### config.mk
export PLATFORM = sky130hd
export DESIGN_NAME = segport_mux
export DESIGN_NICKNAME = d
export VERILOG_FILES = /design/src/rtl/segport_pkg.sv /design/src/rtl/segport_rst_sync.sv /design/src/rtl/segport_sel.sv /design/src/rtl/segport_cell.sv /design/src/rtl/segport_mux.sv
export SDC_FILE = /design/constraint.sdc
export NUM_CORES = 1
export LEC_CHECK = 0
export ABC_CLOCK_PERIOD_IN_PS = 1000
export BUFFER_PORTS_ARGS = -buffer_cell sky130_fd_sc_hd__clkbuf_2
export CORE_UTILIZATION = 36
export DETAILED_ROUTE_END_ITERATION = 10
export HOLD_SLACK_MARGIN = 0.08
export PLACE_DENSITY_LB_ADDON = 0.12
export SLEW_MARGIN = 5
export SYNTH_ARGS = -nofsm -noshare
export SYNTH_HDL_FRONTEND = slang
export SYNTH_HIERARCHICAL = 1
export SYNTH_SLANG_ARGS = --single-unit
### constraint.sdc
create_clock -name clk -period 1 [get_ports clk]
set_input_delay 0.2 -clock clk [delete_from_list [all_inputs] [get_ports clk]]
set_output_delay 0.2 -clock clk [all_outputs]
set_load 0.005 [all_outputs]
### src/rtl/segport_pkg.sv
package segport_pkg;

  localparam int LVL_W = 2;

  typedef enum logic [LVL_W-1:0] {
    LVL_GND        = 2'b00,
    LVL_THIRD      = 2'b01,
    LVL_TWO_THIRDS = 2'b10,
    LVL_FULL       = 2'b11
  } lvl_e;

  // static output level of a pin used as a general-purpose output
  function automatic logic [LVL_W-1:0] port_level(input logic bitv);
    return bitv ? LVL_FULL : LVL_GND;
  endfunction

endpackage

### src/rtl/segport_rst_sync.sv
module segport_rst_sync (
  input  logic clk,
  input  logic rst_n,
  output logic rst_sync_n
);

  logic [1:0] stage_q;
  logic [1:0] stage_d;

  always_comb begin
    stage_d = {stage_q[0], 1'b1};
  end

  always_ff @(posedge clk or negedge rst_n) begin
    if (!rst_n) begin
      stage_q <= 2'b00;
    end else begin
      stage_q <= stage_d;
    end
  end

  assign rst_sync_n = stage_q[1];

endmodule

### src/rtl/segport_sel.sv
module segport_sel #(
  parameter int NPINS = 8,
  parameter int CNT_W = 4
) (
  input  logic             clk,
  input  logic             rst_n,
  input  logic             load,
  input  logic [CNT_W-1:0] count,
  output logic [NPINS-1:0] mask_next,
  output logic [NPINS-1:0] mask_q
);

  localparam logic [CNT_W-1:0] CNT_MAX = CNT_W'(NPINS);

  logic [CNT_W-1:0] sat_cnt;
  logic [NPINS-1:0] therm;

  // saturate the count, then expand to a run of ones from pin 1
  always_comb begin
    sat_cnt = count;
    if (count > CNT_MAX) begin
      sat_cnt = CNT_MAX;
    end
    for (int i = 0; i < NPINS; i++) begin
      therm[i] = (CNT_W'(i) < sat_cnt);
    end
    mask_next = load ? therm : mask_q;
  end

  always_ff @(posedge clk or negedge rst_n) begin
    if (!rst_n) begin
      mask_q <= '0;
    end else if (load) begin
      mask_q <= therm;
    end
  end

endmodule

### src/rtl/segport_cell.sv
module segport_cell
  import segport_pkg::*;
#(
  parameter int BITS_PER_PIN = 3
) (
  input  logic                    port_en,
  input  logic                    inhibit_n,
  input  logic                    psave,
  input  logic [BITS_PER_PIN-1:0] grp,
  input  logic [LVL_W-1:0]        seg_in,
  output logic [LVL_W-1:0]        lvl_out
);

  logic grp_unused;
  assign grp_unused = ^grp[BITS_PER_PIN-1:1];

  always_comb begin
    if (!inhibit_n) begin
      lvl_out = LVL_GND;
    end else if (port_en) begin
      lvl_out = port_level(grp[0]);
    end else if (psave) begin
      lvl_out = LVL_GND;
    end else begin
      lvl_out = seg_in;
    end
  end

endmodule

### src/rtl/segport_mux.sv
module segport_mux
  import segport_pkg::*;
#(
  parameter int NPINS        = 8,
  parameter int BITS_PER_PIN = 3,
  parameter int CNT_W        = 4
) (
  input  logic                          clk,
  input  logic                          rst_n,
  input  logic                          ctl_load,
  input  logic [CNT_W-1:0]              ctl_count,
  input  logic [NPINS*BITS_PER_PIN-1:0] disp_data,
  input  logic [NPINS*LVL_W-1:0]        seg_lvl,
  input  logic                          inhibit_n,
  input  logic                          psave,
  output logic [NPINS*LVL_W-1:0]        pin_lvl,
  output logic [NPINS-1:0]              port_mask
);

  logic                   rst_sync_n;
  logic [NPINS-1:0]       mask_next;
  logic [NPINS-1:0]       mask_q;
  logic [NPINS-1:0]       mask_out_d;
  logic [NPINS*LVL_W-1:0] lvl_d;

  segport_rst_sync u_rst (
    .clk        (clk),
    .rst_n      (rst_n),
    .rst_sync_n (rst_sync_n)
  );

  segport_sel #(
    .NPINS (NPINS),
    .CNT_W (CNT_W)
  ) u_sel (
    .clk       (clk),
    .rst_n     (rst_sync_n),
    .load      (ctl_load),
    .count     (ctl_count),
    .mask_next (mask_next),
    .mask_q    (mask_q)
  );

  for (genvar p = 0; p < NPINS; p++) begin : g_pin
    segport_cell #(
      .BITS_PER_PIN (BITS_PER_PIN)
    ) u_cell (
      .port_en   (mask_next[p]),
      .inhibit_n (inhibit_n),
      .psave     (psave),
      .grp       (disp_data[p*BITS_PER_PIN +: BITS_PER_PIN]),
      .seg_in    (seg_lvl[p*LVL_W +: LVL_W]),
      .lvl_out   (lvl_d[p*LVL_W +: LVL_W])
    );
  end

  always_comb begin
    mask_out_d = inhibit_n ? mask_next : '0;
  end

  always_ff @(posedge clk or negedge rst_sync_n) begin
    if (!rst_sync_n) begin
      pin_lvl   <= '0;
      port_mask <= '0;
    end else begin
      pin_lvl   <= lvl_d;
      port_mask <= mask_out_d;
    end
  end

endmodule

* Yosys cells after proc, flatten, opt, wreduce, memory -nomap -nowiden
Index checks and enable logic that the tools add are counted.
** Storage, ports and cells
- Flip-flop bits (word level) :: 34
- Output and inout port bits :: 24
- Word-level logic and storage cells :: 48
** Cells by class
- Magnitude comparators :: 9
- Mux-type cells :: 35
** Operator list (count)
- 2-bit two-way mux :: 32
- 3-bit by 4-bit less-than comparator with 1-bit output (first input constant) :: 4
- 8-bit two-way mux :: 2
- 1-bit by 4-bit less-than comparator with 1-bit output (first input constant) :: 2
- 2-bit by 4-bit less-than comparator with 1-bit output (first input constant) :: 2
- 4-bit > comparator (second input constant) :: 1
- 4-bit two-way mux :: 1

* Logic depth before layout (Yosys ltp)
Gate-level depths: netlist (run 1).
- Word-level depth :: 6
- Depth in mapped cells :: 5

* By module
The synthesis (run 1) kept the hierarchy.
** By module, submodules not included
- segport_mux :: times used 1, cells each 32, area each 650.6 um2
- segport_sel :: times used 1, cells each 32, area each 342.8 um2
- segport_cell :: times used 8, cells each 5, area each 27.5 um2
- segport_rst_sync :: times used 1, cells each 3, area each 53.8 um2

* Least setup slack after synthesis (run 1)
OpenSTA, ideal clock, no wires.
- Path type :: flip-flop to flip-flop
- Start :: reg u_sel.mask_q[7]
- End :: reg pin_lvl[14]
- Setup time :: 0.095 ns
- Arrival time :: 0.877 ns
- Data required time :: 0.905 ns
- Setup slack :: 0.027 ns
- Stages on the path, launching flop included :: 3
- Buffers on the path :: 0
- Cell sequence :: dfrtp_1 mux2_1 o31ai_1
** Between the ends
- Word-level cells in the longest chain between the ends :: 3
** RTL lines
- start, declared :: line segport_sel.sv:10 : output logic [NPINS-1:0] mask_q
- start signal, assigned :: line segport_sel.sv:34 : mask_q <= therm;
- 8-bit two-way mux :: line segport_sel.sv:27 : mask_next = load ? therm : mask_q;
- via mask_next[7] :: line segport_mux.sv:21 : logic [NPINS-1:0] mask_next;
- 2-bit two-way mux :: line segport_cell.sv:20 : end else if (port_en) begin
- 2-bit two-way mux :: line segport_cell.sv:18 : if (!inhibit_n) begin
- via lvl_d[14] :: line segport_mux.sv:24 : logic [NPINS*LVL_W-1:0] lvl_d;
- end signal, assigned :: line segport_mux.sv:66 : pin_lvl <= lvl_d;
- end, declared :: line segport_mux.sv:16 : output logic [NPINS*LVL_W-1:0] pin_lvl,
The timed path passes the listed nets, and every way through them passes these cells.

* Worst setup path in the final report (run 1)
- Start :: reg pin_lvl[1]
- End :: out pin_lvl[1]
No word-level cell between the ends.

==> results.yml, run 1 <==
clock_tree:
  cts_sinks: 34
  clock_latency_ns: 0.32
  htree_num_levels: 2
  cts_root_buffer: "clkbuf_4"
  cts_made_buffers: 5
  cts_tree: "done"
  clockBufferDepth: 2
  clk_pin_slew_ns: 0.10
finish:
  area_growth_pct: 47.1
  multi_input_area_um2: 515
  utilization_pct: 55.4
  final_nets: 228
  fin_cells: 226
  final_layout_size_suffix_gt1_share_pct: 51.7
  fillCellCount: 340
  diodes: 0
  regArea_um2: 852
setup_path:
  critPathTopFamily: "flip-flops"
  rr_endpoint: "pin_lvl[0]"
  cp_num_buf_inv: 1
  reg2regPathDepth: 4
  arrival_ns: 0.80
  rr_startpoint: "u_sel/mask_q[0]"
  cp_slowest_cell: "dfrtp_1"
  startpoint_type: "flop"
  worstPathRequired_ns: 0.80
  critPathMaxStageDelay_ns: 0.38
  critPathKind: "flop to output pin"
  rrSetupSlack_ns: 0.02
  crit_chain: "clkbuf_2"
  critPathMaxFanout: 1
  end_kind: "output pin"
power_and_ir_drop:
  ir_worst_vdd_uv: 908
  leakagePower_nw: 0.907
  p_per_area_mw_per_mm2: 1420
die:
  dieArea_mm2: 0.00376
  initial_core_util_pct: 37.7
  dieHeight_um: 61.3
  core.rowCount: 21
  fp.coreArea_mm2: 0.00336
  die_w_um: 61.3
  io_pins: 73
min_path:
  hp-class: "primary input to flop"
  holdPathEnd: "pin_lvl[3]"
  hold_path_depth: 3
  hp-start: "seg_lvl[3]"
logic_synthesis:
  ys_seq_elements: 34
  synth_edf_count: 0
  syn_inst: 107
  ys_seq_area_share_pct: 67.1
  async_flop_share_pct: 100
  syn_nets: 156
  yosysMostFrequentCell: "dfrtp_1"
  netlist_area_mm2: 0.00127
  synth_area_leaders: "dfrtp_1 67%, o31ai_1 9.5%, nand2_1 5.0%"
  synth_top_cell_area_share_pct: 67.1
  yosysTopAreaCell: "dfrtp_1"
  synth_warnings: 6
  syn_area_per_cell_um2: 11.8
  synthFlopType: "dfrtp_1"
  synth_commonest_cells: "34 x dfrtp_1, 17 x nand2_1, 16 x o31ai_1, 8 x and2_1, 8 x nand3_1"
  synth_cell_types: 16
place:
  gp_congestion: 0.700
  hpwl_mm: 1.85
  portBuffers: 56
  pre_cts_ws_ns: -0.198
  dp.cells: 217
sta:
  min_period_over_period_pct: 100
  tightest_slew_ns: 0.513
  finalHoldViolations: 0
  rsz0062_at_grt: "yes"
  skew_ns: 0.00692
  max_freq_mhz: 999
  slew_headroom_pct: 65.8
  drv_slew: 0
  setup_viol: 3
  fin_ws_ns: -0.00150
  min_period_ns: 1.00
route:
  wl_mm: 2.74
  viasPerCell: 4.69
  first_pass_iters: 4
  avgRoutedWirePerCell_um: 12.1
  drc_errors: 0
  drtIter0Drc: 13
  vias: 1060
  drtAntennaViolNets: 0
grt:
  grt_max_degree: 33
  groute.usage.overall_pct: 15.0
  overflow: 0
  grt_pass1_wl_mm: 3.93
  antenna_found_initial: 0
  grt_pass1_vias: 962
outcome:
  status: "finished, violations left"
  failed_checks: "negative setup slack"
flow_run:
  cap_violations: 0
[power breakdown]
part	switching, mW	internal, mW
clock	0.404	0.280
combinational	0.241	0.212
sequential	0.0309	1.47
[final cells by class]
type / count / area share (%)
clock buffer: 8 / 2.62
inverter: 2 / 0.403
multi-input combinational: 70 / 27.7
sequential: 34 / 45.7
tap: 46 / 3.09
timing repair buffer: 66 / 20.5
[kinds of logic (layout without fill, tap and decap cells)]
logic type	Yosys count	in the layout	share of synthesized area, %
mux	1	1	0.888
compound gates	26	26	14.7
simple gates	42	42	15.5
flops	34	34	67.1
other cells	1	1	0.296
buf+inv	3	76	1.48
[metal layers]
layer	routed length, um	share of wire (%)	track usage, %
met5	0	0	0
met2	1350	49	24.8
met4	29	1.1	6.67
met1	1140	42	16.8
met3	214	7.8	6.51
[repair_timing]
item	CTS	global route
resized for setup	3	19
pin swaps	1	9
setup endpoints to repair	24	35
hold buffers	1	0
setup buffers	0	0
hold endpoints to repair	2	0
[worst max-delay path by stage]
stage / startpoint / to / cells after the start
after floorplan: u_sel/mask_q[7] / pin_lvl[14] / 2
after global routing: u_sel/mask_q[4] / pin_lvl[9] / 5
final: pin_lvl[1] / pin_lvl[1] / 1
after global placement: ctl_load / pin_lvl[14] / 3
after detailed placement: ctl_count[3] / pin_lvl[0] / 4
after CTS: port_mask[1] / port_mask[1] / 1
[layout by cell type (no fill, tap or decap)]
master,n
a21oi_1,1
a21oi_2,4
a31oi_1,3
a31oi_4,1
and2_1,8
buf_12,2
buf_4,7
clkbuf_1,3
clkbuf_2,56
clkbuf_4,5
conb_1,1
dfrtp_1,33
dfrtp_2,1
dlygate4sd3_1,1
inv_1,2
mux2_4,1
nand2_1,17
nand3_1,5
nand3_2,1
nand3_4,2
nor2_1,4
nor2_2,4
nor3_2,1
o21ai_0,1
o31ai_1,8
o31ai_2,6
o31ai_4,2
[flip-flops by register name, indices dropped and copies added, names as in the netlist]
| signal | flops |
|---|---|
| port_mask | 8 |
| u_rst/stage_q | 2 |
| pin_lvl | 16 |
| u_sel/mask_q | 8 |
[through the flow]
step / TNS (ns) / power, mW / hold WS [ns] / cell area (um2)
floorplan: 0 / 1.69 / -0.0956 / 1270
global placement: -2.05 / 1.91 / -0.0153 / 1690
detailed placement: -2.75 / 1.93 / -0.0104 / 1690
CTS: -0.239 / 2.62 / 0.0814 / 1760
global route: -1.01 / 2.78 / 0.0898 / 1860
finish: -0.00251 / 2.64 / 0.0952 / 1860
[worst reg2reg max path, cell delays in order (launching register included)]
cell,delay [ns]
dfrtp_1,0.36
nor2_2,0.06
a31oi_4,0.21
nand3_1,0.16
o31ai_1,0.10
Power figures use the tool's default switching activity.
==> inputs of run 2 (changes only) <==
--- a/config.mk
+++ b/config.mk
@@ -5,9 +5,10 @@
 export SDC_FILE = /design/constraint.sdc
 export NUM_CORES = 1
 export LEC_CHECK = 0
-export ABC_CLOCK_PERIOD_IN_PS = 1000
+export ABC_CLOCK_PERIOD_IN_PS = 900
 export BUFFER_PORTS_ARGS = -buffer_cell sky130_fd_sc_hd__clkbuf_2
 export CORE_UTILIZATION = 36
+export CTS_CLUSTER_DIAMETER = 200
 export DETAILED_ROUTE_END_ITERATION = 10
 export HOLD_SLACK_MARGIN = 0.08
 export PLACE_DENSITY_LB_ADDON = 0.12
==> constraint.sdc (replaced) <==
create_clock -name clk -period 0.9 [get_ports clk]
set_input_delay 0.18 -clock clk [delete_from_list [all_inputs] [get_ports clk]]
set_output_delay 0.18 -clock clk [all_outputs]
set_load 0.005 [all_outputs]
==> results.yml, run 2 (synthesized netlist as in run 1, its figures left out) <==
setup_path:
  cp_num_buf_inv: 1
  crit_chain: "clkbuf_2"
  startpoint_type: "flop"
  critPathMaxFanout: 1
  cp_slowest_cell: "dfrtp_1"
  end_kind: "output pin"
  critPathMaxStageDelay_ns: 0.40
  critPathKind: "flop to output pin"
  arrival_ns: 0.84
  worstPathRequired_ns: 0.72
  critPathTopFamily: "flip-flops"
grt:
  groute.usage.overall_pct: 17.5
  antenna_found_initial: 0
  grt_pass1_wl_mm: 4.59
  grt_pass1_vias: 1080
  grt_max_degree: 33
  overflow: 0
clock_tree:
  clk_pin_slew_ns: 0.09
  clock_latency_ns: 0.33
  cts_tree: "done"
  htree_num_levels: 2
  cts_sinks: 34
  cts_made_buffers: 5
  clockBufferDepth: 2
  cts_root_buffer: "clkbuf_4"
place:
  gp_congestion: 0.734
  placed_area_mm2: 0.00168
  portBuffers: 56
  hpwl_mm: 1.93
  dp.cells: 216
power_and_ir_drop:
  power_frac_clock_pct: 25.3
  swShare_pct: 26.4
  ir_worst_vdd_uv: 884
  p_per_area_mw_per_mm2: 1460
  seq_power_share_pct: 54.9
  power.switching_mw: 0.807
  leakagePower_nw: 0.988
  p_comb_share_pct: 19.8
  internal_power_mw: 2.24
sta:
  finalHoldViolations: 0
  fin_ws_ns: -0.117
  slew_headroom_pct: 63.7
  min_period_over_period_pct: 113
  skew_ns: 0.0126
  tightest_slew_ns: 0.544
  whs_ns: 0.105
  max_freq_mhz: 983
  min_period_ns: 1.02
  tns_ns: -2.39
  rsz0062_at_grt: "yes"
  drv_slew: 0
  setup_viol: 38
die:
  dieArea_mm2: 0.00376
  fp.coreArea_mm2: 0.00336
  io_pins: 73
  core.rowCount: 21
  dieHeight_um: 61.3
  die_w_um: 61.3
  initial_core_util_pct: 37.7
finish:
  final_cell_mix: "55 x clkbuf_2, 33 x dfrtp_1, 17 x nand2_1"
  largest_register_ffs: 16
  area_growth_pct: 64.5
  top_register: "pin_lvl"
  diodes: 0
  regArea_um2: 852
  final_common_cell: "clkbuf_2"
  final_cell_area_mm2: 0.00208
  final_layout_size_suffix_gt1_share_pct: 55.7
  multi_input_area_um2: 609
  utilization_pct: 62.0
  reg_top3: "pin_lvl x16, port_mask x8, u_sel/mask_q x8"
  fillCellCount: 292
  final_nets: 240
  fin_cells: 238
route:
  first_pass_iters: 4
  avgRoutedWirePerCell_um: 12.8
  vias: 1130
  viasPerCell: 4.75
  drc_errors: 0
  drtIter0Drc: 32
  wl_mm: 3.04
  drtAntennaViolNets: 0
min_path:
  hp-class: "primary input to flop"
outcome:
  failed_checks: "negative setup slack"
  status: "finished, violations left"
flow_run:
  cap_violations: 0
## run 2: area by class of cell
| class | instances | area share, % |
|---|---|---|
| Sequential cell | 34 | 40.9 |
| Multi-Input combinational cell | 70 | 29.2 |
| Timing Repair Buffer | 78 | 24.4 |
| Tap cell | 46 | 2.76 |
| Clock buffer | 8 | 2.34 |
| Inverter | 2 | 0.360 |
## run 2: what timing repair did
item,in CTS,in global routing
pin swaps,17,12
gates resized for setup,9,33
hold buffers,13,0
buffers inserted,0,1
hold endpoints to repair,13,0
setup endpoints to repair,39,45
## run 2: per-layer routing
| metal | vias up | global-route usage, % | wire length [um] |
|---|---|---|---|
| li1 | 551 | - | - |
| met1 | 537 | 18.8 | 1180 |
| met2 | 36 | 30.1 | 1600 |
| met3 | 6 | 8.19 | 215 |
| met4 | 0 | 6.67 | 43 |
| met5 | - | 0 | 0 |
## run 2: tightest hold or removal path: stages
cell	delay, ns
clkbuf_2	0.08
nand2_1	0.07
o31ai_2	0.07
## run 2: path summary, 6_finish.rpt
kind | from | end | slack, ns | cells past startpoint
worst min-delay path | seg_lvl[12] | pin_lvl[12] | 0.10 | 3
worst max register to register | u_sel/mask_q[7] | pin_lvl[15] | -0.08 | 3
max in group asynchronous | u_rst/stage_q[1] | port_mask[0] | 0.50 | 1
worst min register to register | u_rst/stage_q[1] | pin_lvl[5] | 0.22 | 1
worst max-delay path | pin_lvl[2] | pin_lvl[2] | -0.12 | 1
min in group asynchronous | rst_n | u_rst/stage_q[1] | 0.16 | 2
## run 2: power groups by stage
stage	clock network, mW	logic (mW)	registers (mW)
3_5_place_dp	0	0.442	1.70
4_1_cts	0.811	0.510	1.67
3_3_place_gp	0	0.427	1.70
6_report	0.772	0.604	1.68
2_1_floorplan	0	0.149	1.73
5_1_grt	0.869	0.670	1.69
## run 2: metrics by stage
stage | setup WS (ns) | power [mW]
after floorplan | -0.0134 | 1.88
after global placement | -0.183 | 2.13
after detailed placement | -0.298 | 2.15
after CTS | -0.131 | 2.99
after global routing | -0.149 | 3.23
final | -0.117 | 3.05
==> inputs of run 3 (changes only) <==
--- a/config.mk
+++ b/config.mk
@@ -11,6 +11,7 @@
 export CTS_CLUSTER_DIAMETER = 200
 export DETAILED_ROUTE_END_ITERATION = 10
 export HOLD_SLACK_MARGIN = 0.08
+export MAX_ROUTING_LAYER = met4
 export PLACE_DENSITY_LB_ADDON = 0.12
 export SLEW_MARGIN = 5
 export SYNTH_ARGS = -nofsm -noshare
==> results.yml, run 3 (synthesized netlist as in run 1, its figures left out) <==
outcome:
  status: "finished, violations left"
  failed_checks: "negative setup slack"
die:
  dieHeight_um: 61.3
  dieArea_mm2: 0.00376
  die_w_um: 61.3
  fp.coreArea_mm2: 0.00336
  core.rowCount: 21
  io_pins: 73
  initial_core_util_pct: 37.7
setup_path:
  crit_chain: "clkbuf_2"
  rr_startpoint: "u_sel/mask_q[7]"
  cp_num_buf_inv: 1
  startpoint: "pin_lvl[2]"
  startpoint_type: "flop"
  worstSetupPathDepth: 1
  cp-endpoint: "pin_lvl[2]"
  rrSetupSlack_ns: -0.07
  critPathMaxFanout: 1
  critPathMaxStageDelay_ns: 0.40
  reg2regPathDepth: 3
  critPathTopFamily: "flip-flops"
  rr_endpoint: "pin_lvl[15]"
  worstPathRequired_ns: 0.72
  arrival_ns: 0.84
  cp_slowest_cell: "dfrtp_1"
  critPathKind: "flop to output pin"
  end_kind: "output pin"
clock_tree:
  htree_num_levels: 2
  clockBufferDepth: 2
  cts_made_buffers: 5
  cts_root_buffer: "clkbuf_4"
  clk_pin_slew_ns: 0.09
  cts_sinks: 34
  cts_tree: "done"
  clock_latency_ns: 0.33
finish:
  largest_register_ffs: 16
  fin_cells: 238
  final_layout_size_suffix_gt1_share_pct: 55.7
  diodes: 0
  final_nets: 240
  top_register: "pin_lvl"
  final_cell_mix: "55 x clkbuf_2, 33 x dfrtp_1, 17 x nand2_1"
  final_common_cell: "clkbuf_2"
  reg_top3: "pin_lvl x16, port_mask x8, u_sel/mask_q x8"
  fillCellCount: 292
  area_growth_pct: 64.5
grt:
  groute.usage.overall_pct: 18.1
  antenna_found_initial: 0
  grt_max_degree: 33
  overflow: 0
  grt_pass1_wl_mm: 4.59
  grt_pass1_vias: 1080
sta:
  min_period_ns: 1.02
  slew_headroom_pct: 63.9
  rsz0062_at_grt: "yes"
  fin_ws_ns: -0.119
  tightest_slew_ns: 0.541
  max_freq_mhz: 982
  setup_viol: 38
  skew_ns: 0.0129
  min_period_over_period_pct: 113
  finalHoldViolations: 0
  drv_slew: 0
  whs_ns: 0.104
route:
  vias: 1134
  drtAntennaViolNets: 0
  viasPerCell: 4.76
  drc_errors: 0
  first_pass_iters: 4
  drtIter0Drc: 32
  wl_mm: 3.03
  avgRoutedWirePerCell_um: 12.7
min_path:
  hp-class: "primary input to flop"
  hp-start: "seg_lvl[12]"
place:
  portBuffers: 56
  dp.cells: 216
  hpwl_mm: 1.93
  gp_congestion: 0.743
  pre_cts_ws_ns: -0.298
power_and_ir_drop:
  p_per_area_mw_per_mm2: 1460
  leakagePower_nw: 0.988
  ir_worst_vdd_uv: 880
flow_run:
  cap_violations: 0
==> run 3: per-stage QoR <==
step / util [%] / power [mW] / setup TNS (ns) / area (um2)
6_report: 62.0 / 3.05 / -2.38 / 2080
4_1_cts: 56.7 / 2.99 / -2.94 / 1910
3_5_place_dp: 50.1 / 2.15 / -4.17 / 1680
3_3_place_gp: 50.1 / 2.13 / -3.28 / 1680
5_1_grt: 62.0 / 3.23 / -4.39 / 2080
2_1_floorplan: - / 1.88 / -0.0267 / 1270
==> run 3: worst min path at each step <==
stage                       endpoint  slack, ns  cells after the start
floorplan           u_rst/stage_q[0]      -0.12                      0
global placement    u_rst/stage_q[0]      -0.04                      1
detailed placement  u_rst/stage_q[0]      -0.03                      1
CTS                      pin_lvl[12]       0.08                      3
global route             pin_lvl[13]       0.09                      3
finish                   pin_lvl[12]       0.10                      3
==> run 3: layout make-up <==
type                    instances  area, um2  area share, %
clock buffers                   8       48.8           2.34
well taps                      46       57.6           2.76
multi-input cells              70        609           29.2
repair buffers                 78        509           24.4
flip-flops and latches         34        852           40.9
inverters                       2       7.51          0.360
==> run 3: what timing repair did <==
item	in CTS	in global routing
gates resized for setup	9	33
endpoints found under the hold margin	13	0
setup endpoints to repair	39	45
hold buffers	13	0
buffers inserted	0	1
pin swaps	17	12
==> run 3: power breakdown <==
group,switching [mW],leakage (nW),total [mW],internal (mW)
Sequential,0.0381,0.412,1.68,1.64
Clock,0.461,0.0265,0.772,0.311
Combinational,0.307,0.549,0.603,0.296
Total,0.806,0.988,3.05,2.24
==> run 3: routing by layer <==
| metal | global-route usage, % | vias to the layer above | part of all wire [%] |
|---|---|---|---|
| li1 | - | 550 | - |
| met1 | 19.2 | 538 | 39 |
| met2 | 30.1 | 40 | 53 |
| met3 | 7.56 | 6 | 6.8 |
| met4 | 6.67 | 0 | 1.4 |
| met5 | - | - | 0 |
